===== src/rtl/wiper_link.sv =====
module wiper_link #(
  parameter int CODE_W      = 8,
  parameter int SYNC_STAGES = 2
) (
  input  logic              clk,
  input  logic              rst_n,
  input  logic              ser_sel,
  input  logic              ser_clk,
  input  logic              ser_din,
  output logic              ser_cout,
  output logic [CODE_W-1:0] wiper0_code,
  output logic [CODE_W-1:0] wiper1_code,
  output logic              stack_sel,
  output logic [CODE_W-1:0] stack_code
);
  localparam int FRAME_W = 2 * CODE_W + 1;
  localparam int W1_LO   = 1;
  localparam int W0_LO   = CODE_W + 1;
  localparam logic [CODE_W-1:0] MID_CODE = {1'b1, {(CODE_W-1){1'b0}}};

  function automatic logic [CODE_W-1:0] field_get(input logic [FRAME_W-1:0] f, input int lo);
    field_get = '0;
    for (int i = 0; i < CODE_W; i++) field_get[CODE_W-1-i] = f[lo+i];
  endfunction

  function automatic logic [FRAME_W-1:0] frame_put(input logic [CODE_W-1:0] w0,
                                                   input logic [CODE_W-1:0] w1,
                                                   input logic s);
    frame_put    = '0;
    frame_put[0] = s;
    for (int i = 0; i < CODE_W; i++) begin
      frame_put[W1_LO+i] = w1[CODE_W-1-i];
      frame_put[W0_LO+i] = w0[CODE_W-1-i];
    end
  endfunction

  localparam logic [FRAME_W-1:0] POR_FRAME = frame_put(MID_CODE, MID_CODE, 1'b0);

  logic [SYNC_STAGES-1:0] sel_sync, clk_sync, din_sync;
  logic                   sel_q, clk_q, armed;
  logic                   sel_s, clk_s, din_s;
  logic                   sel_rise, sel_fall, clk_rise, shift_en, load_en;
  logic [FRAME_W-1:0]     shift_q;

  always_ff @(posedge clk) begin
    if (!rst_n) begin
      sel_sync <= '1;
      clk_sync <= '1;
      din_sync <= '0;
      sel_q    <= 1'b1;
      clk_q    <= 1'b1;
    end else begin
      sel_sync <= {sel_sync[SYNC_STAGES-2:0], ser_sel};
      clk_sync <= {clk_sync[SYNC_STAGES-2:0], ser_clk};
      din_sync <= {din_sync[SYNC_STAGES-2:0], ser_din};
      sel_q    <= sel_s;
      clk_q    <= clk_s;
    end
  end

  assign sel_s    = sel_sync[SYNC_STAGES-1];
  assign clk_s    = clk_sync[SYNC_STAGES-1];
  assign din_s    = din_sync[SYNC_STAGES-1];
  assign sel_rise = sel_s & ~sel_q;
  assign sel_fall = ~sel_s & sel_q;
  assign clk_rise = clk_s & ~clk_q;
  assign shift_en = sel_s & (armed | sel_rise) & clk_rise;
  assign load_en  = sel_fall & armed;

  always_ff @(posedge clk) begin
    if (!rst_n)        armed <= 1'b0;
    else if (sel_rise) armed <= 1'b1;
    else if (!sel_s)   armed <= 1'b0;
  end

  always_ff @(posedge clk) begin
    if (!rst_n)        shift_q <= POR_FRAME;
    else if (shift_en) shift_q <= {din_s, shift_q[FRAME_W-1:1]};
  end

  always_ff @(posedge clk) begin
    if (!rst_n) begin
      wiper0_code <= MID_CODE;
      wiper1_code <= MID_CODE;
      stack_sel   <= 1'b0;
    end else if (load_en) begin
      wiper0_code <= field_get(shift_q, W0_LO);
      wiper1_code <= field_get(shift_q, W1_LO);
      stack_sel   <= shift_q[0];
    end
  end

  assign ser_cout   = shift_q[0];
  assign stack_code = stack_sel ? wiper1_code : wiper0_code;
endmodule


===== config.mk =====
export PLATFORM = sky130hd
export DESIGN_NAME = wiper_link
export DESIGN_NICKNAME = d
export VERILOG_FILES = /design/src/rtl/wiper_link.sv
export SDC_FILE = /design/constraint.sdc
export NUM_CORES = 1
export LEC_CHECK = 0
export ABC_AREA = 1
export BUFFER_PORTS_ARGS = -buffer_cell sky130_fd_sc_hd__buf_2
export CAP_MARGIN = 20
export CORE_MARGIN = 4
export CORE_UTILIZATION = 54
export CTS_CLUSTER_SIZE = 25
export DETAILED_ROUTE_END_ITERATION = 16
export PLACE_DENSITY = 0.78
export SLEW_MARGIN = 20
export SYNTH_ARGS = -nofsm -noshare
export SYNTH_HDL_FRONTEND = slang
export SYNTH_SLANG_ARGS = --single-unit

===== constraint.sdc =====
create_clock -name clk -period 1.3 [get_ports clk]
set_input_delay 0.26 -clock clk [delete_from_list [all_inputs] [get_ports clk]]
set_output_delay 0.26 -clock clk [all_outputs]
set_load 0.05 [all_outputs]

# Yosys cells after proc, flatten, opt, wreduce, memory -nomap -nowiden
# Cells that the tools add are included.
# word_totals
reg_bits	43
latchBits	0
mem_bits_rw	0
rom_bits	0
output_inout_bits	26
wordCells	24
mem_count	0
# classes
addsub	0
n_mul	0
n_div	0
n_lt_le_gt_ge	0
eq_ne	1
shift	0
n_mux	3
bitwise	10
n_reduce_logical	0
# op_table
operator	count
2-to-1 mux 8 bit	1
bitwise AND 1 bit	6
inverter 1 bit	3
2-to-1 mux 1 bit	2
!= test 2 x 1 -> 1 bit, second input constant	1
bitwise OR 1 bit	1

# Longest topological paths before layout
# Gate-level depths: netlist (run 1).
# depth
depth_word	5
ltp_mapped	7
depth_no_buf	6

# Least setup slack after synthesis (run 1)
# Ideal clock, no wire load.
# synth_path
path_kind	register -> output
startpoint	reg stack_sel
endpoint	out stack_code[1]
arrival_time_ps	1892
required_ps	1040
slack_ps	-852
stages_incl_launch_ff	3
path_buffers	1
cell_sequence	dfxtp_1 clkbuf_1 o21ai_0
# synth_via
elab_chain_len	1
# synth_rtl
item	line_no	source
start, declared	13	output logic stack_sel,
start signal, assigned	89	stack_sel <= shift_q[0];
2-to-1 mux 8 bit	94	assign stack_code = stack_sel ? wiper1_code : wiper0_code;
end, declared	14	output logic [CODE_W-1:0] stack_code
# No other way between the ends.

# Worst setup path in the final report (run 1)
# layout_path
startpoint	reg stack_sel
endpoint	out stack_code[4]
# The elaborated chain is that of the path after synthesis.

==> results of run 1 <==
==> path summary, 6_finish.rpt <==
check	from	end
worst max-delay path	stack_sel	stack_code[4]
worst min-delay path	ser_din	din_sync[0]
worst max register to register	sel_sync[1]	wiper1_code[4]
worst min register to register	din_sync[0]	din_sync[1]
==> cell usage after synthesis <==
cell / number
nor2_1: 46
dfxtp_1: 43
nand2_1: 32
inv_1: 29
o21ai_0: 22
nand4_1: 15
a21oi_1: 7
buf_2: 6
or2_2: 5
nand3_1: 4
buf_4: 2
clkbuf_1: 2
nand2_4: 2
o211ai_1: 2
and3_1: 1
clkbuf_2: 1
clkinv_2: 1
mux2_2: 1
nor2_8: 1
==> cells by family after synthesis <==
kind of cell	Yosys count	synth area share, %
AND/OR/NAND/NOR	106	28.8
flip-flops	43	50.9
buffers and inverters	41	10.1
AO/OA/AOI/OAI	31	9.47
multiplexers	1	0.666
==> metal layers <==
metal  global-route usage [%]  up-vias  wire, um
met1                     24.0      698      1690
met2                     33.3       39      2020
li1                         -      776         -
met4                     8.89        0        70
met3                     4.39        7       203
met5                        0        -         0
==> through the flow <==
stage	util, %	cell area [um2]	setup WS (ps)
after floorplan	-	1790	18.9
after global placement	66.0	2000	89.1
after detailed placement	66.0	2000	72.2
final	72.8	2200	-285
after global routing	72.8	2200	-333
after CTS	71.0	2150	-238
==> cell type report <==
type                    count  area [um2]  area share (%)
inverters                  30         114            5.17
clock buffers               7        55.1            2.50
clock inverters             1        5.00           0.227
repair buffers             42         355            16.1
multi-input cells         138         743            33.7
well taps                  44        55.1            2.50
flip-flops and latches     43         876            39.8
==> worst register-to-register path: stages, from the launching register on <==
cell and delay [ps]:
dfxtp_1 350, inv_1 60, nand3_1 80, buf_6 200, inv_1 170, nor2_1 190
nor2_1 90
==> where the power goes <==
| group | switching [W] | total [W] | internal (W) |
|---|---|---|---|
| logic | 0.0000985 | 0.000151 | 0.0000521 |
| registers | 0.0000107 | 0.00134 | 0.00133 |
| clock network | 0.000403 | 0.000665 | 0.000262 |
==> sequential cells by signal, indices dropped and copies added, names as in the netlist <==
signal and cells:
clk_q 1, sel_sync 2, stack_sel 1, wiper0_code 8, armed 1, shift_q 17, sel_q 1, clk_sync 2
din_sync 2, wiper1_code 8
==> timing repair <==
| action | CTS | global route |
|---|---|---|
| endpoints found under the setup margin | 9 | 25 |
| resized for setup | 21 | 20 |
| pin swaps | 3 | 0 |
| setup buffers | 4 | 1 |
==> run summary, run 1 <==
Layout cells sized above 1 - 29.5%
Die Ht - 64.0 um
R2R cell count - 6
Initial Util - 55.8%
Crit path time final - 1580 ps
CP most frequent cell - buf_6
Post-route insts no fill - 305
Number of buffers created by CTS - 5
Core area - 3030 um2
Top-area cell type share of the netlist area - 50.9%
Root Driver - clkbuf_4
Max Cap Viol - 0
HP Class - in2reg
Slack of the critical path - -285 ps
Commonest non-fill, non-tap cells in the layout - nor2_1 (46), dfxtp_1 (33), nand2_1 (31)
Syn Nets - 227
First-pass GRT wire length - 6.29 mm
CP cell instances - buf_6 > buf_6 > o21ai_4 > buf_8
Period utilization - 122%
# hold bufs at CTS - 0
Row cnt - 20
Power per cell area - 980 nW/um2
Distinct cell type count after synthesis - 19
Vias in the first global route - 1336
Total Power - 0.00216 W
IO Port Bufs - 30
H-tree lvl count - 2
Inst Count DP - 292
CP bufs+invs - 3
Critical path arrival - 1320 ps
Yosys top cell by area - dfxtp_1
Yosys warnings - 0
Setup Skew - 8.20 ps
Worst hold path stage count - 3
Grt ovf - 0
Register area share after synthesis - 50.9%
Startpoint Class - flip-flop
Total number of vias - 1520
Fillers - 245
Cell Area, Synth - 1690 um2
Routed Wire Length - 3.99 mm
Post-route ant nets - 0
Final setup fails - 9
Smallest hold slack - 82.9 ps
Unrepaired setup endpoints after global routing - true
Achievable Freq - 631 MHz
Yosys reg bits - 43
Status - complete, but fails checks
Peak supply drop - 612 uV
Die area - 4090 um2
Clk_lat worst skew - 350 ps
CTS clk-pin slew, worst paths - 120 ps
Least-Margin Pin Slew - 263 ps
Fin Setup TNS - -2050 ps
Fin nets - 265
Leading cell type in the layout, fill and taps excluded - nor2_1
Mapped Cells - 222
Worst endpoint required time - 1040 ps
Iteration-0 DRC Markers - 87
Crit Path Max Fanout - 7
Leak - 0.986 nW
Synth-to-Final Area Change - 30.3%
Critical path depth - 4
Final-report max-slew violation count - 0
Slew Limit Headroom - 82.3%
Crit-path leading delay family - buffers and inverters
Vias/cell - 4.98
Gr usage total - 19.8%
Failing checks - setup timing
Drt pass-1 iters - 4
Largest net degree at the start of global routing - 28
DRC - 0
Io pins - 31
Synth area leaders - dfxtp_1 (51%), nor2_1 (10%), nand2_1 (7.1%), o21ai_0 (6.5%), inv_1 (6.4%)
Internal reg-to-reg setup slack - 70 ps
Longest Clk Path Bufs - 2
Syn_area_per_cell - 7.61 um2
CP endpoint kind - output port
Gpl congestion - 0.802
Die Width - 64.0 um
Critical-path top delay cell - dfxtp_4
Critical Path Max Stage Delay - 400 ps
TritonCTS clock tree - yes
Drt wl/cell - 13.1 um
Placed wire-length estimate - 2.36 mm
Fin. Hold Viols - 0
Setup CP Type - reg2out
Antenna diode count - 0
Initial antenna violation count - 0
Sink Count - 43
(Power assumes the default switching activity.)
==> inputs of run 2 (changes only) <==
--- a/config.mk
+++ b/config.mk
@@ -9,10 +9,11 @@
 export BUFFER_PORTS_ARGS = -buffer_cell sky130_fd_sc_hd__buf_2
 export CAP_MARGIN = 20
 export CORE_MARGIN = 4
-export CORE_UTILIZATION = 54
+export CORE_UTILIZATION = 55
 export CTS_CLUSTER_SIZE = 25
 export DETAILED_ROUTE_END_ITERATION = 16
 export PLACE_DENSITY = 0.78
+export RECOVER_POWER = 100
 export SLEW_MARGIN = 20
 export SYNTH_ARGS = -nofsm -noshare
 export SYNTH_HDL_FRONTEND = slang
==> constraint.sdc (replaced) <==
create_clock -name clk -period 1.88 [get_ports clk]
set_input_delay 0.376 -clock clk [delete_from_list [all_inputs] [get_ports clk]]
set_output_delay 0.376 -clock clk [all_outputs]
set_load 0.05 [all_outputs]
==> run summary, run 2 (synthesized netlist as in run 1, its figures left out) <==
Antenna diode count - 0
Max reg flops - 17
Largest net degree at the start of global routing - 24
Number of buffers created by CTS - 5
Grt ovf - 0
Peak supply drop - 630 uV
Sink Count - 43
Leak - 0.796 nW
Iteration-0 DRC Markers - 48
R2R cell count - 6
DRC - 0
Fin. Hold Viols - 0
Routed Wire Length - 3.26 mm
Post-route ant nets - 0
Reg with most FFs - shift_q
Drt wl/cell - 11.5 um
Status - finished clean
Largest regs - shift_q: 17 flops, wiper0_code: 8 flops, wiper1_code: 8 flops
Leading cell type in the layout, fill and taps excluded - nor2_1
Least-Margin Pin Slew - 812 ps
Placed wire-length estimate - 2.29 mm
Critical path depth - 2
Crit path time final - 1730 ps
Gpl congestion - 0.776
Startpoint Class - flip-flop
Internal reg-to-reg setup slack - 330 ps
Die Ht - 63.4 um
Smallest hold slack - 197 ps
Gr usage total - 17.5%
CP endpoint kind - output port
Total Power - 0.00171 W
Max Cap Viol - 0
First-pass GRT wire length - 5.66 mm
Initial antenna violation count - 0
H-tree lvl count - 2
Core area - 2850 um2
Crit path capture - stack_code[7]
Power per cell area - 900 nW/um2
TritonCTS clock tree - yes
Setup Skew - 12.3 ps
Slew Limit Headroom - 45.9%
Initial Util - 59.3%
Crit Path Max Fanout - 10
Crit-path leading delay family - flip-flops
Row cnt - 19
Vias in the first global route - 1276
Critical path launch point - stack_sel
Root Driver - clkbuf_4
Total number of vias - 1408
Unrepaired setup endpoints after global routing - false
Die Width - 63.4 um
CTS clk-pin slew, worst paths - 120 ps
Critical path arrival - 1350 ps
Commonest non-fill, non-tap cells in the layout - nor2_1 (46), dfxtp_1 (42), nand2_1 (33)
Reg2Reg Launch Point - armed
CP cell instances - mux2_2 > clkbuf_2
Io pins - 31
Fin nets - 256
RR Endpoint - shift_q[7]
Drt pass-1 iters - 4
Worst endpoint required time - 1500 ps
Synth-to-Final Area Change - 12.4%
Critical-path top delay cell - dfxtp_2
Vias/cell - 4.98
Achievable Freq - 580 MHz
Clk_lat worst skew - 350 ps
Period utilization - 91.8%
Layout cells sized above 1 - 11.5%
IO Port Bufs - 30
HP Class - in2reg
Setup bufs post-CTS - 0
Final-report max-slew violation count - 0
Critical Path Max Stage Delay - 430 ps
Longest Clk Path Bufs - 2
Die area - 4020 um2
Setup CP Type - reg2out
CP bufs+invs - 1
Final setup fails - 0
==> run 2: cell count changes in the layout (fill, tap and decap cells not counted), moves of 3 or more <==
| cell | delta |
|---|---|
| buf_4 | -9 |
| o21ai_1 | +7 |
| clkbuf_4 | -5 |
| buf_8 | -3 |
| dfxtp_2 | -8 |
| clkbuf_1 | +21 |
| clkbuf_2 | +8 |
| buf_2 | -10 |
| o21ai_4 | -7 |
| buf_6 | -10 |
| dfxtp_1 | +9 |
==> run 2: routing by layer <==
metal,part of all wire (%),vias up,track usage [%]
met5,0,-,0
met4,2.3,0,7.28
met3,6.7,10,6.04
met2,41,44,25.7
met1,50,596,23.3
li1,-,758,-
==> run 2: tightest hold or removal path: stages <==
cell,delay [ps]
buf_2,70
nand2_1,40
inv_1,40
==> run 2: final cells by class <==
class | instances | area, um2
Timing Repair Buffer | 33 | 141
Tap cell | 31 | 38.8
Clock buffer | 6 | 41.3
Fill cell | 272 | 953
Sequential cell | 43 | 862
Inverter | 30 | 114
Clock inverter | 2 | 60.1
Multi-Input combinational cell | 138 | 642
==> run 2: worst min path at each step <==
stage / startpoint / end / slack, ps / cells after the start
2_1_floorplan: din_sync[0] / din_sync[1] / 390 / 2
3_3_place_gp: sel_sync[0] / sel_sync[1] / 390 / 1
3_5_place_dp: clk_sync[0] / clk_sync[1] / 400 / 1
4_1_cts: ser_din / din_sync[0] / 190 / 3
5_1_grt: ser_clk / clk_sync[0] / 200 / 2
6_report: ser_din / din_sync[0] / 200 / 3
==> run 2: repair_timing <==
item | 4_1_cts | 5_1_grt
hold buffers | 0 | 0
setup endpoints to repair | 0 | 3
gates resized for setup | 0 | 1
==> run 2: where the power goes <==
part	leakage, nW	switching, W	internal [W]
Sequential	0.349	0.00000638	0.000923
Clock	0.0525	0.000279	0.000415
Combinational	0.394	0.0000626	0.0000234
==> run 2: stage by stage <==
| step | cell area [um2] | instances | setup slack, ps | utilization (%) | setup TNS, ps |
|---|---|---|---|---|---|
| CTS | 1950 | 283 | 60.7 | 68.2 | 0 |
| finish | 1900 | 283 | 155 | 66.6 | 0 |
| global placement | 1840 | 275 | 448 | 64.6 | 0 |
| global route | 1900 | 283 | 49.2 | 66.6 | 0 |
| floorplan | 1690 | 222 | -96.9 | - | -678 |
| detailed placement | 1840 | 275 | 427 | 64.6 | 0 |
==> inputs of run 3 (changes only) <==
--- a/config.mk
+++ b/config.mk
@@ -14,6 +14,7 @@
 export DETAILED_ROUTE_END_ITERATION = 16
 export PLACE_DENSITY = 0.78
 export RECOVER_POWER = 100
+export REMOVE_ABC_BUFFERS = 1
 export SLEW_MARGIN = 20
 export SYNTH_ARGS = -nofsm -noshare
 export SYNTH_HDL_FRONTEND = slang
==> run summary, run 3 (synthesized netlist as in run 1, its figures left out) <==
Fin nets - 256
Clk_lat worst skew - 350 ps
Core area - 2850 um2
Layout cells sized above 1 - 11.2%
Drt pass-1 iters - 4
Setup Skew - 6.31 ps
Gr usage total - 17.3%
R2R cell count - 6
Crit path time final - 1750 ps
Initial antenna violation count - 0
Placed Area - 1840 um2
RR Endpoint - shift_q[1]
Reg2Reg Launch Point - armed
Longest Clk Path Bufs - 2
Total number of vias - 1417
CP endpoint kind - output port
Achievable Freq - 570 MHz
Setup CP Type - reg2out
Vias/cell - 5.04
Period utilization - 93.3%
Vias in the first global route - 1215
Die area - 4020 um2
Routed Wire Length - 3.15 mm
Io pins - 31
Fillers - 298
Power per cell area - 762 nW/um2
Iteration-0 DRC Markers - 55
Fin. Hold Viols - 0
Fin Setup TNS - 0 ps
DRC - 0
First-pass GRT wire length - 5.46 mm
Post-route ant nets - 0
Placed wire-length estimate - 2.08 mm
IO Port Bufs - 30
Root Driver - clkbuf_4
Leading cell type in the layout, fill and taps excluded - nor2_1
Largest net degree at the start of global routing - 30
Slew Limit Headroom - 55.6%
Leak - 0.775 nW
Drt wl/cell - 11.2 um
Internal reg-to-reg setup slack - 300 ps
Number of buffers created by CTS - 5
Final core utilization - 64.8%
Final-report max-slew violation count - 0
Status - finished clean
Initial Util - 59.3%
Final setup fails - 0
Least-Margin Pin Slew - 664 ps
Commonest non-fill, non-tap cells in the layout - nor2_1 (46), dfxtp_1 (43), nand2_1 (33)
HP Class - in2reg
Antenna diode count - 0
Grt ovf - 0
H-tree lvl count - 2
Largest regs - shift_q: 17 flops, wiper0_code: 8 flops, wiper1_code: 8 flops
Startpoint Class - flip-flop
TritonCTS clock tree - yes
Unrepaired setup endpoints after global routing - false
CTS clk-pin slew, worst paths - 110 ps
Setup bufs post-CTS - 0
Gpl congestion - 0.767
Synth-to-Final Area Change - 9.33%
Worst endpoint required time - 1500 ps
Reg with most FFs - shift_q
Crit Path Max Fanout - 13
Crit path capture - stack_code[2]
Die Width - 63.4 um
Final Cell Area - 1850 um2
Max reg flops - 17
Die Ht - 63.4 um
Max Cap Viol - 0
Sink Count - 43
Peak supply drop - 578 uV
Critical path arrival - 1380 ps
Critical path launch point - stack_sel
Row cnt - 19
==> run 3: changes by cell type in the layout (fill, tap and decap cells not counted) <==
| cell | previous run | this run |
|---|---|---|
| o21ai_0 | 15 | 22 |
| o21ai_1 | 7 | 0 |
| clkbuf_2 | 8 | 3 |
| buf_2 | 3 | 7 |
| bufinv_16 | 2 | 0 |
| clkbuf_1 | 22 | 20 |
| clkbuf_4 | 5 | 7 |
| buf_4 | 1 | 2 |
| dfxtp_1 | 42 | 43 |
| dfxtp_2 | 1 | 0 |
==> run 3: worst min path at each step <==
stage	startpoint	endpoint	slack (ps)	depth (start not counted)
floorplan	din_sync[0]	din_sync[1]	390	2
global placement	clk_sync[0]	clk_sync[1]	400	1
detailed placement	din_sync[0]	din_sync[1]	410	2
CTS	ser_clk	clk_sync[0]	210	2
global route	ser_din	din_sync[0]	200	3
finish	ser_din	din_sync[0]	210	3
==> run 3: what timing repair did <==
action,4_1_cts,5_1_grt
gates resized for setup,0,2
setup endpoints to repair,0,2
hold buffers,0,0
==> run 3: layout make-up <==
type / instances / area, um2 / area share, %
sequential: 43 / 861 / 46.6
timing repair buffer: 33 / 151 / 8.19
clock buffer: 6 / 41.3 / 2.23
inverter: 30 / 114 / 6.16
tap: 31 / 38.8 / 2.10
multi-input combinational: 138 / 642 / 34.7
==> run 3: routing by layer <==
layer	vias up	wire length (um)	track usage (%)
met5	-	0	0
met4	0	56	7.28
met3	6	192	6.39
met2	35	1460	28.7
met1	620	1440	20.0
li1	756	-	-
==> run 3: worst max-delay path, cell delays in order (launching register included) <==
cell     delay (ps)
dfxtp_1         410
buf_4           210
nand2_1          60
o21ai_0          70
buf_2           280
==> run 3: per-stage QoR <==
step	hold WS [ps]	instances	power, W	setup WS, ps
2_1_floorplan	390	211	0.00101	-319
3_3_place_gp	395	275	0.00104	547
3_5_place_dp	406	275	0.00104	484
4_1_cts	205	281	0.00142	101
5_1_grt	197	281	0.00148	2.26
6_report	209	281	0.00141	126
==> run 3: report_power, final <==
part / total (W) / switching [W] / internal (W)
Combinational: 0.0000871 / 0.0000629 / 0.0000242
Sequential: 0.000929 / 0.00000583 / 0.000923
Clock: 0.000392 / 0.000259 / 0.000133
